<file path="config.mk">
export PLATFORM = sky130hd
export DESIGN_NAME = addr_window_xlate
export DESIGN_NICKNAME = d
export VERILOG_FILES = /design/src/rtl/addr_xlate_pkg.sv /design/src/rtl/xlate_window.sv /design/src/rtl/xlate_prio_sel.sv /design/src/rtl/addr_window_xlate.sv
export SDC_FILE = /design/constraint.sdc
export NUM_CORES = 2
export LEC_CHECK = 0
export BUFFER_PORTS_ARGS = -buffer_cell sky130_fd_sc_hd__buf_2
export CAP_MARGIN = 20
export CORE_AREA = 8 8 355 357
export DETAILED_ROUTE_END_ITERATION = 7
export DIE_AREA = 0 0 363 365
export MAX_ROUTING_LAYER = met4
export PLACE_DENSITY_LB_ADDON = 0.05
export SYNTH_ARGS = -nofsm -noshare
export SYNTH_HDL_FRONTEND = slang
export SYNTH_SLANG_ARGS = --single-unit
</file>
<file path="constraint.sdc">
create_clock -name clk -period 12.3 [get_ports clk]
set_input_delay 1.23 -clock clk [delete_from_list [all_inputs] [get_ports clk]]
set_output_delay 1.23 -clock clk [all_outputs]
set_load 0.005 [all_outputs]
</file>
<file path="src/rtl/addr_xlate_pkg.sv">
// Package: shared widths for the windowed outbound address translator.
// Assumes request addresses of at most 48 bits and link addresses of 64 bits.
package addr_xlate_pkg;
    localparam int REQ_W = 48;
    localparam int OUT_W = 64;
    localparam int PAD_W = OUT_W - REQ_W;
endpackage

</file>
<file path="src/rtl/xlate_window.sv">
// Module: xlate_window
// One translation window. It decodes the window span, checks that the window
// setup is well formed, reports a match for the request address and forms the
// translated address. Assumes the setup inputs are static while requests flow.
module xlate_window
    import addr_xlate_pkg::*;
(
    input  logic [REQ_W-1:0] req_addr,
    input  logic [REQ_W-1:0] win_base,
    input  logic [REQ_W-1:0] win_high,
    input  logic [OUT_W-1:0] win_xlat,
    output logic             win_match,
    output logic             win_bad,
    output logic [OUT_W-1:0] win_addr
);
    logic [REQ_W-1:0] span;
    logic [OUT_W-1:0] span_ext;
    logic             order_ok;
    logic             pow2_ok;
    logic             base_ok;
    logic             xlat_ok;

    // Purpose: derive the offset mask and the four setup checks.
    always_comb begin
        span     = win_high - win_base;
        span_ext = {{PAD_W{1'b0}}, span};
        order_ok = (win_high >= win_base);
        pow2_ok  = ((span & (span + 1'b1)) == '0);
        base_ok  = ((win_base & span) == '0);
        xlat_ok  = ((win_xlat & span_ext) == '0);
        win_bad  = !(order_ok && pow2_ok && base_ok && xlat_ok);
    end

    // Purpose: inclusive range compare, suppressed for a bad window.
    always_comb begin
        win_match = (req_addr >= win_base) && (req_addr <= win_high) && !win_bad;
    end

    // Purpose: keep the offset bits, replace the upper bits with the translation.
    always_comb begin
        win_addr = (win_xlat & ~span_ext) | {{PAD_W{1'b0}}, (req_addr & span)};
    end
endmodule

</file>
<file path="src/rtl/xlate_prio_sel.sv">
// Module: xlate_prio_sel
// Picks the lowest-index matching window and forwards its translated address.
// Assumes the match vector and the address lanes are aligned by window index.
module xlate_prio_sel
    import addr_xlate_pkg::*;
#(
    parameter int NUM_WIN = 4,
    parameter int IDXW    = 2
) (
    input  logic [NUM_WIN-1:0]       lane_match,
    input  logic [NUM_WIN*OUT_W-1:0] lane_addr,
    output logic                     sel_any,
    output logic [IDXW-1:0]          sel_idx,
    output logic [OUT_W-1:0]         sel_addr
);
    // Purpose: a scan from the top index down, so the lowest match is written last.
    always_comb begin
        sel_any  = 1'b0;
        sel_idx  = '0;
        sel_addr = '0;
        for (int i = NUM_WIN - 1; i >= 0; i--) begin
            if (lane_match[i]) begin
                sel_any  = 1'b1;
                sel_idx  = IDXW'(i);
                sel_addr = lane_addr[i*OUT_W +: OUT_W];
            end
        end
    end
endmodule

</file>
<file path="src/rtl/addr_window_xlate.sv">
// Module: addr_window_xlate (top)
// Outbound address translator with NUM_WIN power-of-two windows. It gives one
// registered response per request, with a hit or decode-error flag, the window
// index and a short/long format flag. Setup errors are reported per window and
// without delay. Assumes the window setup is static while requests are in flight.
module addr_window_xlate
    import addr_xlate_pkg::*;
#(
    parameter int NUM_WIN = 4,
    localparam int IDXW   = (NUM_WIN > 1) ? $clog2(NUM_WIN) : 1
) (
    input  logic                     clk,
    input  logic                     rst_n,
    input  logic                     req_valid,
    input  logic [REQ_W-1:0]         req_addr,
    input  logic [NUM_WIN*REQ_W-1:0] cfg_base,
    input  logic [NUM_WIN*REQ_W-1:0] cfg_high,
    input  logic [NUM_WIN*OUT_W-1:0] cfg_xlat,
    output logic [NUM_WIN-1:0]       cfg_err,
    output logic                     out_valid,
    output logic                     out_hit,
    output logic                     out_decerr,
    output logic [IDXW-1:0]          out_win,
    output logic                     out_long,
    output logic [OUT_W-1:0]         out_addr
);
    logic [NUM_WIN-1:0]       lane_match;
    logic [NUM_WIN*OUT_W-1:0] lane_addr;
    logic                     sel_any;
    logic [IDXW-1:0]          sel_idx;
    logic [OUT_W-1:0]         sel_addr;

    for (genvar g = 0; g < NUM_WIN; g++) begin : g_win
        xlate_window u_win (
            .req_addr  (req_addr),
            .win_base  (cfg_base[g*REQ_W +: REQ_W]),
            .win_high  (cfg_high[g*REQ_W +: REQ_W]),
            .win_xlat  (cfg_xlat[g*OUT_W +: OUT_W]),
            .win_match (lane_match[g]),
            .win_bad   (cfg_err[g]),
            .win_addr  (lane_addr[g*OUT_W +: OUT_W])
        );
    end

    xlate_prio_sel #(.NUM_WIN(NUM_WIN), .IDXW(IDXW)) u_sel (
        .lane_match (lane_match),
        .lane_addr  (lane_addr),
        .sel_any    (sel_any),
        .sel_idx    (sel_idx),
        .sel_addr   (sel_addr)
    );

    // Purpose: response register; misses and idle cycles drive zero data.
    always_ff @(posedge clk) begin
        if (!rst_n) begin
            out_valid  <= 1'b0;
            out_hit    <= 1'b0;
            out_decerr <= 1'b0;
            out_win    <= '0;
            out_long   <= 1'b0;
            out_addr   <= '0;
        end else begin
            out_valid  <= req_valid;
            out_hit    <= req_valid && sel_any;
            out_decerr <= req_valid && !sel_any;
            out_win    <= (req_valid && sel_any) ? sel_idx : '0;
            out_long   <= req_valid && sel_any && (sel_addr[OUT_W-1:32] != '0);
            out_addr   <= (req_valid && sel_any) ? sel_addr : '0;
        end
    end
endmodule

</file>
==> metrics.md <==
| Metric | Value |
|---|---|
| First-pass GRT wire length | `375000 um` |
| Post_cts resized | `0` |
| Initial antenna violation count | `56` |
| Area after DPL | `just over 40000 um2` |
| Clk slew on worst S/H paths | `~0.08 ns` |
| Iter 0 DRT Violations | `6798` |
| Startpoint types | `input port` |
| Fin. Hold Viols | `0` |
| XOR/XNOR share of the synthesized area | `0.0303` |
| Largest net degree at the start of global routing | `90` |
| Tmin final | `9.48 ns` |
| Post-DP HPWL | `242000 um` |
| Drt drc | `0` |
| Most frequent cells in the layout | `766 x buf_2, 576 x ha_1, 455 x nand2_1` |
| Avg Cell Area, Syn | `6.82 um2` |
| Clock sinks | `70` |
| Vias in the first global route | `~46000` |
| Worst-case clock buffer depth | `2` |
| Slew headroom | `0.180` |
| Mean routed wirelength per cell | `37.5 um` |
| Synthesis Warnings | `0` |
| Met2 Resource Use GR | `0.586` |
| Multiplexer area fraction after synthesis | `0.0574` |
| Part of the Yosys area used for sequential elements | `0.0391` |
| Die Y | `365 um` |
| EDFF count, synth | `0` |
| Io pins | `765` |
| Met1 GRT Util | `0.530` |
| Post-synth top flop | `dfxtp_1` |
| Ys async rst share | `0` |
| CP peak stage delay | `around 0.99 ns` |
| Yosys cell types | `112` |
| CP cell instances | `buf_2 -> inv_1 -> ha_1 -> nand2_1 -> nor3_1 -> a21boi_0 -> mux2i_1 -> a2111o_1 -> nor4_1 -> nand4_1 -> nor4b_1 -> nand4_1 -> nor3_2 -> buf_4 -> nand3_1 -> o21ai_0 -> a21oi_1 -> a2111oi_0 -> a31oi_1` |
| FP Rows | `roughly 130` |
| Port bufs | `764` |
| Pwr dens | `71.8 nW/um2` |
| Die W | `between 300 and 400 um` |
| Setup repair bufs after CTS | `0` |
| Crit path max fanout | `77` |
| P&R area growth vs syn | `16.2%` |
| Busiest grt layer | `met2` |
| Tightest Pin Transition | `1.23 ns` |
| Critical Path Sink Type | `flop` |
| Root Driver | `clkbuf_16` |
| CP Buf/Inv Count | `3` |
| Slew Limit Fails | `0` |
| Combinational family with the most area after synthesis | `compound AO/OA/AOI/OAI gates` |
| Core ar. | `roughly 120000 um2` |
| H-tree depth | `3` |
| Final net count | `7156` |
| FILL cells | `13570` |
| Compound-Gate Fraction of Synth Area | `0.319` |
| CP delay by family, top | `simple AND/OR/NAND/NOR gates` |
| Pleak | `19.5 nW` |
| Share of cells above drive strength 1 | `0.173` |
| Vias per inst | `about 6.5` |
| Met3 Track Usage GR | `0.104` |
| Gr usage total | `0.411` |
| Yosys reg bits | `70` |
| Critical path required time | `between 10 and 15 ns` |
| Commonest non-fill, non-tap cell in the layout | `buf_2` |
| Synthesized Nets | `6524` |
| Status | `finished, final reports clean` |
| Die ar. | `132000 um2` |
| Peak supply drop | `0.0897 mV` |
| Routed WL | `283000 um` |
| Worst Hold Class | `in -> reg` |
| Adder-cell area share of the yosys netlist | `0.203` |
| TritonCTS buffer count | `9` |
| Final ANT Viol Nets | `0` |
| Tcrit/Tclk final | `0.771` |
| Cell Area, Synth | `35800 um2` |
| Grt ovf | `0` |
| WS Path Type | `in -> reg` |
| Vias | `between 40000 and 50000` |
| Cells after Synth | `roughly 5300` |
| Crit-path slowest cell | `nor3_1` |
| Crit path arrival time | `9.71 ns` |
| CTS tree | `yes` |
| Max-Cap Viols | `0` |
| # hold bufs at CTS | `0` |
| Simple-Gate Fraction of Synth Area | `0.278` |
| Final instance area | `41600 um2` |
| Endpoints failing setup | `0` |
| Detailed Routing Iterations Pass 1 | `6` |
| Pwr Total | `0.00299 W` |
| Initial Util | `0.297` |
| RSZ-0062 raised after global routing | `false` |
| Gp weighted congestion | `1.10` |
| CP dominant cell by count | `nand4_1` |
| Total Neg Setup Slack | `0 ns` |
| Fmax | `106 MHz` |
[stage by stage]
| stage | hold slack (ns) | std cells | setup slack [ns] | utilization |
|---|---|---|---|---|
| 2_1_floorplan | 1.39 | 5253 | 5.51 | - |
| 3_3_place_gp | 1.52 | 7494 | 2.82 | 0.342 |
| 3_5_place_dp | 1.51 | 7496 | 2.75 | 0.342 |
| 4_1_cts | 1.11 | 7512 | 3.11 | 0.344 |
| 5_1_grt | 1.14 | 7542 | 2.83 | 0.345 |
| 6_report | 1.11 | 7548 | 2.82 | 0.345 |
[final cells by class]
cell class                 instances  area [um2]  share of cell area
multi-input combinational       4539       31900               0.766
timing repair buffer             830        4310               0.104
tap                             1625        2030              0.0488
inverter                         435        1630              0.0392
sequential                        70        1400              0.0336
clock buffer                       9         225             0.00541
antenna                           33        82.6             0.00198
clock inverter                     7        76.3             0.00183
[registers in the layout, indices dropped and copies added (netlist names)]
signal,flops
out_valid,1
out_addr,64
out_hit,1
out_win,2
out_long,1
out_decerr,1
[logic make-up (layout without fill, tap and decap cells)]
kind of cell,after synthesis,after routing
compound gates,1710,1710
xor+xnor,123,123
fa+ha+maj,580,580
buf+inv,644,1281
flops,70,70
mux,198,198
other cells,0,33
simple gates,1928,1928
[where the power goes]
part           internal (W)  switching, W  leakage (nW)
combinational      0.000772       0.00168          18.8
sequential         0.000227  0.0000000890         0.564
clock              0.000146      0.000164         0.149
total               0.00114       0.00184          19.5
[path summary, 6_finish.rpt]
path              depth (start not counted)                 endpoint           from  slack (ns)
setup / recovery                         19      out_long$_SDFF_PN0_  cfg_base[119]        2.82
hold / removal                            3  out_addr[59]$_SDFF_PP0_   cfg_xlat[59]        1.11
[cell usage after synthesis, types with 107 or more instances]
cell type / number / area (um2)
nand3_1: 107 / 536
a21oi_1: 449 / 2250
mux2i_1: 137 / 1370
nand4_1: 230 / 1440
a21o_1: 176 / 1320
nand2_1: 455 / 1710
o21ai_0: 324 / 1620
inv_1: 435 / 1630
ha_1: 576 / 7210
nor3_1: 165 / 826
clkbuf_1: 123 / 462
nor2_1: 421 / 1580
[layer usage]
metal	vias up	wire, um	part of all wire
met2	3254	115000	0.41
met3	641	30600	0.11
li1	21226	-	-
met5	-	0	0
met1	23785	118000	0.42
met4	0	18700	0.066
Power figures use the tool's default switching activity.
